**config.mk**
```make
export PLATFORM = sky130hd
export DESIGN_NAME = tdm_timing_gen
export DESIGN_NICKNAME = d
export VERILOG_FILES = /design/src/rtl/tfg_pkg.sv /design/src/rtl/tfg_frame_ctr.sv /design/src/rtl/tfg_clk_div.sv /design/src/rtl/tfg_pulse.sv /design/src/rtl/tdm_timing_gen.sv
export SDC_FILE = /design/constraint.sdc
export NUM_CORES = 1
export LEC_CHECK = 0
export BUFFER_PORTS_ARGS = -buffer_cell sky130_fd_sc_hd__buf_2
export CORE_UTILIZATION = 40
export DETAILED_ROUTE_END_ITERATION = 12
export SKIP_LAST_GASP = 1
export SYNTH_ARGS = -nofsm -noshare
export SYNTH_HDL_FRONTEND = slang
export SYNTH_SLANG_ARGS = --single-unit
```
**constraint.sdc**
```tcl
create_clock -name clk_i -period 2.3 [get_ports clk_i]
set_clock_uncertainty 0.2 [all_clocks]
set_input_delay 0.345 -clock clk_i [delete_from_list [all_inputs] [get_ports clk_i]]
set_output_delay 0.345 -clock clk_i [all_outputs]
set_load 0.01 [all_outputs]
```
**src/rtl/tfg_pkg.sv**
```systemverilog
package tfg_pkg;

   typedef enum logic {
      MODE_LO = 1'b0,
      MODE_HI = 1'b1
   } tfg_mode_e;

   // True when count c lies in a window of width w straddling the wrap of an n-count frame
   function automatic logic tfg_in_window(int c, int w, int n);
      int pre;
      int post;
      pre  = w / 2;
      post = w - pre;
      return (c < post) || ((pre > 0) && (c >= n - pre));
   endfunction

endpackage

```
**src/rtl/tfg_frame_ctr.sv**
```systemverilog
module tfg_frame_ctr
   import tfg_pkg::*;
#(
   parameter int CNT_W = 13
) (
   input  logic             clk_i,
   input  logic             rst_i,
   input  logic             en_i,
   input  logic             sel_i,
   output logic [CNT_W-1:0] cnt_q,
   output logic [CNT_W-1:0] cnt_nxt,
   output tfg_mode_e        pend_q,
   output tfg_mode_e        mode_nxt
);

   localparam logic [CNT_W-1:0] HALF = CNT_W'(1) << (CNT_W - 1);
   localparam logic [CNT_W-1:0] ZERO = '0;

   tfg_mode_e mode_q;

   always_comb begin
      cnt_nxt  = cnt_q + CNT_W'(1);
      mode_nxt = (cnt_nxt == ZERO) ? pend_q : mode_q;
   end

   always_ff @(posedge clk_i) begin
      if (rst_i) begin
         cnt_q  <= ZERO;
         pend_q <= tfg_mode_e'(sel_i);
         mode_q <= tfg_mode_e'(sel_i);
      end else if (en_i) begin
         cnt_q <= cnt_nxt;
         if (cnt_nxt == HALF) begin
            pend_q <= tfg_mode_e'(sel_i);
         end
         if (cnt_nxt == ZERO) begin
            mode_q <= pend_q;
         end
      end
   end

endmodule

```
**src/rtl/tfg_clk_div.sv**
```systemverilog
module tfg_clk_div
   import tfg_pkg::*;
#(
   parameter int CNT_W  = 13,
   parameter int DIV_LO = 8,
   parameter int DIV_HI = 2
) (
   input  logic             clk_i,
   input  logic             rst_i,
   input  logic             en_i,
   input  logic [CNT_W-1:0] cnt_nxt,
   input  tfg_mode_e        mode_nxt,
   output logic             clk_o
);

   localparam int BIT_LO = $clog2(DIV_LO) - 1;
   localparam int BIT_HI = $clog2(DIV_HI) - 1;

   logic lvl;

   generate
      if (DIV_LO == DIV_HI) begin : g_fixed
         always_comb lvl = ~cnt_nxt[BIT_LO];
      end else begin : g_muxed
         always_comb lvl = (mode_nxt == MODE_HI) ? ~cnt_nxt[BIT_HI] : ~cnt_nxt[BIT_LO];
      end
   endgenerate

   always_ff @(posedge clk_i) begin
      if (rst_i) begin
         clk_o <= 1'b0;
      end else if (en_i) begin
         clk_o <= lvl;
      end
   end

endmodule

```
**src/rtl/tfg_pulse.sv**
```systemverilog
module tfg_pulse
   import tfg_pkg::*;
#(
   parameter int CNT_W    = 13,
   parameter int W_LO     = 8,
   parameter int W_HI     = 2,
   parameter bit ACT_HIGH = 1'b1
) (
   input  logic             clk_i,
   input  logic             rst_i,
   input  logic             en_i,
   input  logic [CNT_W-1:0] cnt_nxt,
   input  tfg_mode_e        mode,
   output logic             pulse_o
);

   localparam int  N_CNT = 1 << CNT_W;
   localparam logic IDLE = ~ACT_HIGH;

   logic act;
   logic lvl;

   generate
      if (W_LO == W_HI) begin : g_fixed
         always_comb act = tfg_in_window(int'(cnt_nxt), W_LO, N_CNT);
      end else begin : g_muxed
         always_comb act = (mode == MODE_HI) ? tfg_in_window(int'(cnt_nxt), W_HI, N_CNT)
                                             : tfg_in_window(int'(cnt_nxt), W_LO, N_CNT);
      end
      if (ACT_HIGH) begin : g_high
         always_comb lvl = act;
      end else begin : g_low
         always_comb lvl = ~act;
      end
   endgenerate

   always_ff @(posedge clk_i) begin
      if (rst_i) begin
         pulse_o <= IDLE;
      end else if (en_i) begin
         pulse_o <= lvl;
      end
   end

endmodule

```
**src/rtl/tdm_timing_gen.sv**
```systemverilog
module tdm_timing_gen
   import tfg_pkg::*;
#(
   parameter int CNT_W       = 13,
   parameter int CLKA_DIV    = 32,
   parameter int CLKB_DIV    = 4,
   parameter int CLKS_DIV_LO = 8,
   parameter int CLKS_DIV_HI = 2,
   parameter int FPH_W_LO    = 8,
   parameter int FPH_W_HI    = 2,
   parameter int FPW_W_LO    = 16,
   parameter int FPW_W_HI    = 1,
   parameter int FPN_W       = 4
) (
   input  logic clk_i,
   input  logic rst_i,
   input  logic en_i,
   input  logic sel_i,
   output logic clk2_o,
   output logic clk16_o,
   output logic clk_sel_o,
   output logic fp_hi_o,
   output logic fpn_wide_o,
   output logic fpn_narrow_o
);

   localparam int N_CNT  = 1 << CNT_W;
   localparam int HALF_N = N_CNT / 2;

   initial begin : p_param_chk
      assert (CNT_W >= 4) else $error("CNT_W too small");
      assert ((CLKA_DIV >= 2) && ((CLKA_DIV & (CLKA_DIV - 1)) == 0) && (CLKA_DIV <= N_CNT))
         else $error("CLKA_DIV must be a power of two within the frame");
      assert ((CLKB_DIV >= 2) && ((CLKB_DIV & (CLKB_DIV - 1)) == 0) && (CLKB_DIV <= N_CNT))
         else $error("CLKB_DIV must be a power of two within the frame");
      assert ((CLKS_DIV_LO >= 2) && ((CLKS_DIV_LO & (CLKS_DIV_LO - 1)) == 0))
         else $error("CLKS_DIV_LO must be a power of two");
      assert ((CLKS_DIV_HI >= 2) && ((CLKS_DIV_HI & (CLKS_DIV_HI - 1)) == 0))
         else $error("CLKS_DIV_HI must be a power of two");
      assert ((FPH_W_LO >= 1) && (FPH_W_LO < HALF_N) && (FPH_W_HI >= 1) && (FPH_W_HI < HALF_N))
         else $error("high pulse widths must fit inside half a frame");
      assert ((FPW_W_LO >= 1) && (FPW_W_LO < HALF_N) && (FPW_W_HI >= 1) && (FPW_W_HI < HALF_N))
         else $error("wide pulse widths must fit inside half a frame");
      assert ((FPN_W >= 1) && (FPN_W < HALF_N))
         else $error("narrow pulse width must fit inside half a frame");
   end

   logic [CNT_W-1:0] cnt_q;
   logic [CNT_W-1:0] cnt_nxt;
   tfg_mode_e        pend_q;
   tfg_mode_e        mode_nxt;

   tfg_frame_ctr #(.CNT_W(CNT_W)) u_ctr (
      .clk_i    (clk_i),
      .rst_i    (rst_i),
      .en_i     (en_i),
      .sel_i    (sel_i),
      .cnt_q    (cnt_q),
      .cnt_nxt  (cnt_nxt),
      .pend_q   (pend_q),
      .mode_nxt (mode_nxt)
   );

   tfg_clk_div #(.CNT_W(CNT_W), .DIV_LO(CLKA_DIV), .DIV_HI(CLKA_DIV)) u_clk2 (
      .clk_i (clk_i), .rst_i (rst_i), .en_i (en_i),
      .cnt_nxt (cnt_nxt), .mode_nxt (mode_nxt), .clk_o (clk2_o)
   );

   tfg_clk_div #(.CNT_W(CNT_W), .DIV_LO(CLKB_DIV), .DIV_HI(CLKB_DIV)) u_clk16 (
      .clk_i (clk_i), .rst_i (rst_i), .en_i (en_i),
      .cnt_nxt (cnt_nxt), .mode_nxt (mode_nxt), .clk_o (clk16_o)
   );

   tfg_clk_div #(.CNT_W(CNT_W), .DIV_LO(CLKS_DIV_LO), .DIV_HI(CLKS_DIV_HI)) u_clksel (
      .clk_i (clk_i), .rst_i (rst_i), .en_i (en_i),
      .cnt_nxt (cnt_nxt), .mode_nxt (mode_nxt), .clk_o (clk_sel_o)
   );

   tfg_pulse #(.CNT_W(CNT_W), .W_LO(FPH_W_LO), .W_HI(FPH_W_HI), .ACT_HIGH(1'b1)) u_fph (
      .clk_i (clk_i), .rst_i (rst_i), .en_i (en_i),
      .cnt_nxt (cnt_nxt), .mode (pend_q), .pulse_o (fp_hi_o)
   );

   tfg_pulse #(.CNT_W(CNT_W), .W_LO(FPW_W_LO), .W_HI(FPW_W_HI), .ACT_HIGH(1'b0)) u_fpw (
      .clk_i (clk_i), .rst_i (rst_i), .en_i (en_i),
      .cnt_nxt (cnt_nxt), .mode (pend_q), .pulse_o (fpn_wide_o)
   );

   tfg_pulse #(.CNT_W(CNT_W), .W_LO(FPN_W), .W_HI(FPN_W), .ACT_HIGH(1'b0)) u_fpn (
      .clk_i (clk_i), .rst_i (rst_i), .en_i (en_i),
      .cnt_nxt (cnt_nxt), .mode (pend_q), .pulse_o (fpn_narrow_o)
   );

endmodule

```
==> impl_metrics.ini <==
[synth]
ys_async_sr_fraction_pct = 0
synth-edff-count = 2
ys_types = 48
synth_compound_area_share_pct = 16.2
yosysSeqAreaShare_pct = 29.5
syn_avg_cell_area_um2 = 8.17
yosys_register_bits = 21
yosys_warnings = 0
synth_mux_area_share_pct = 2.01
synth_ff_type = dfxtp_1
synth_xor_area_share_pct = 11.1
syn_area_um2 = 1500
yosys.area_share.simple_pct = 30.6
synth_top_family_by_area = simple AND/OR/NAND/NOR gates
synth_cells = 183
synthAdderAreaFrac_pct = 1.67
synth_nets = 189

[clocking]
path_clk_slew_ns = 0.08
cts_buffers = 3
cts-root-buf = clkbuf_8
clk_path_buf_depth = 2
insertion_delay_ns = 0.26
clkSinkCount = 21
cts_max_level = 1
cts_tree = built

[global_routing]
met3_usage_pct = 2.17
grt_util_met1_pct = 23.6
use_met2_pct = 31.2
gr-total-overflow = 0
grt-busiest-layer = met2
grt_max_degree = 24
grt_antenna_before_repair = 0
grt_pass1_vias = 1299
grt_pass1_wl_mm = 5.91
track_usage_pct = 18.4

[flow_run]
maxCapViolations = 0

[layout]
syn_to_final_growth_pct = 16.7
n_antenna_cell = 0
finalNetCount = 206
post-route-cell-area_um2 = 1750
fillers = 330
drive_gt1_share_pct = 25.6

[power_and_ir_drop]
powerDensity_nw_per_um2 = 437
p_total_uw = 762
leakage_nw = 0.683
ir_worst_vdd_mv = 0.243

[sta]
slew_viol_final = 0
finalSetupViolCount = 0
worst_slew_pin_slew_ns = 0.427
timing.final.crit_share_pct = 99.5
finalHoldViolCount = 0
period_minus_slack_ns = 2.29
slew_headroom_pct = 71.5
rsz0062_at_grt = true
timing.fmax_mhz = 437

[critical_path]
crit_required_ns = 2.05
crit_chain = ha_1, buf_4, and3_4, a311oi_2, a31o_2, nand3_2, o41ai_2
worstPathArrival_ns = 2.04
end_kind = flip-flop
critPathKind = reg2reg
cp_slowest_cell = dfxtp_1
cp.buffers_inverters = 1
start_kind = flip-flop
cp_top_family = compound AO/OA/AOI/OAI gates
crit_path_max_fanout = 6
slowest_delay_ns = 0.32

[floorplan]
core_area_um2 = 3470
io_pins = 10
die_area_um2 = 3990
fp.dieH_um = 63.1
num_rows = 21
initial_core_util_pct = 43.1
die-width_um = 63.1

[status]
status = finished, final reports clean

[placement]
gp_congestion = 0.846
portBuffers = 9
post-dp-hpwl_mm = 2.45
placement.cell_area_um2 = 1650

[route]
detail_route.wirelength_mm = 3.38
drtAntennaViolNets = 0
drc = 0
num_vias = 1363
drtPass1Iterations = 4
via_per_inst = 5.56
detail_route.wl_per_cell_um = 13.8
drt-initial-drc-count = 62

[hold_path]
hp-class = in2reg
==> area by class of cell <==
| class | count | area, um^2 | area share [%] |
|---|---|---|---|
| Multi-Input combinational cell | 137 | 977 | 56.0 |
| Clock buffer | 4 | 45.0 | 2.58 |
| Timing Repair Buffer | 29 | 195 | 11.2 |
| Tap cell | 46 | 57.6 | 3.30 |
| Inverter | 8 | 30.0 | 1.72 |
| Sequential cell | 21 | 440 | 25.2 |
==> per-layer routing <==
layer,vias to the layer above,routed length [um],part of all wire (%)
met3,7,94,2.8
met5,-,0,0
met2,29,1660,49
li1,685,-,-
met1,642,1570,46
met4,0,55,1.6
==> sequential cells by signal, indices dropped and copies added, names as in the netlist <==
signal,count
u_clk16.clk_o,1
u_clk2.clk_o,1
u_clksel.clk_o,1
u_ctr.cnt_q,13
u_ctr.mode_q,1
u_ctr.pend_q,1
u_fph.pulse_o,1
u_fpn.pulse_o,1
u_fpw.pulse_o,1
==> synth_stat cells (all sizes together), types with 2 or more instances <==
| master | number | area (um^2) |
|---|---|---|
| and2 | 2 | 12.5 |
| clkbuf | 2 | 7.51 |
| nor4 | 3 | 25.0 |
| o21ai | 7 | 38.8 |
| xnor2 | 9 | 78.8 |
| o31ai | 3 | 22.5 |
| xor2 | 10 | 87.6 |
| nor3 | 4 | 20.0 |
| nor2 | 19 | 71.3 |
| dfxtp | 19 | 380 |
| nor2b | 3 | 18.8 |
| o211ai | 4 | 30.0 |
| and4 | 3 | 28.8 |
| edfxtp | 2 | 60.1 |
| inv | 8 | 30.0 |
| or4 | 2 | 18.8 |
| a21oi | 6 | 30.0 |
| nand3 | 11 | 55.1 |
| mux2i | 3 | 30.0 |
| a32o | 2 | 20.0 |
| nand2 | 16 | 60.1 |
| buf | 15 | 95.1 |
| ha | 2 | 25.0 |
| and3 | 6 | 42.5 |
| nand4 | 10 | 90.1 |
==> logic make-up after synthesis <==
kind of cell	count (synthesis)
AOI/OAI and AO/OA	32
xor gates and xnor gates	19
adders and majority gates	2
buffers and inverters	25
DFF	21
muxes	3
and+or+nand+nor	81
==> worst reg2reg max path, delay by kind of cell, from the launching register on <==
| kind | cells | cell delay [ns] |
|---|---|---|
| compound gates | 3 | 0.79 |
| flops | 1 | 0.32 |
| fa+ha+maj | 1 | 0.22 |
| simple gates | 2 | 0.29 |
| buf+inv | 1 | 0.16 |
==> placed cells by master, fill, tap and decap left out, drive strengths merged, types with 2 or more instances in the layout <==
cell,instances
a21oi,6
a32o,2
and2,2
and3,6
and4,3
buf,29
clkbuf,4
dfxtp,19
edfxtp,2
ha,2
inv,8
mux2i,3
nand2,16
nand3,11
nand4,10
nor2,19
nor2b,3
nor3,4
nor4,3
o211ai,4
o21ai,7
o31ai,3
or4,2
xnor2,9
xor2,10
==> power by group <==
group	leakage, nW	total, mW	switching [mW]	internal, mW
sequential	0.175	0.400	0.0122	0.388
clock	0.0228	0.247	0.123	0.124
combinational	0.485	0.115	0.0685	0.0467
==> stage by stage <==
stage	setup WS, ns	instances	setup TNS (ns)	utilization, %	hold slack, ns
floorplan	0.0257	183	0	-	0.244
global route	-0.0907	245	-0.113	50.3	0.0751
global placement	0.0870	241	0	47.7	0.252
finish	0.0104	245	0	50.3	0.0812
detailed placement	0.0586	241	0	47.7	0.258
CTS	0.0491	245	0	49.0	0.0788
==> worst paths after layout <==
| path | startpoint | slack, ns | depth (start not counted) | to |
|---|---|---|---|---|
| min | sel_i | 0.08 | 1 | u_ctr.pend_q |
| min reg2reg | u_fph.pulse_o | 0.27 | 1 | u_fph.pulse_o |
| max reg2reg | u_ctr.cnt_q[0] | 0.01 | 7 | u_ctr.pend_q |
| max | u_ctr.cnt_q[0] | 0.01 | 7 | u_ctr.pend_q |
==> repair_timing <==
action                                  in CTS  in global routing
gates resized for setup                      0                 12
buffers inserted                             0                  0
hold buffers                                 0                  0
endpoints found under the setup margin       0                  6
Note: power is estimated with default switching activity, not from simulation.
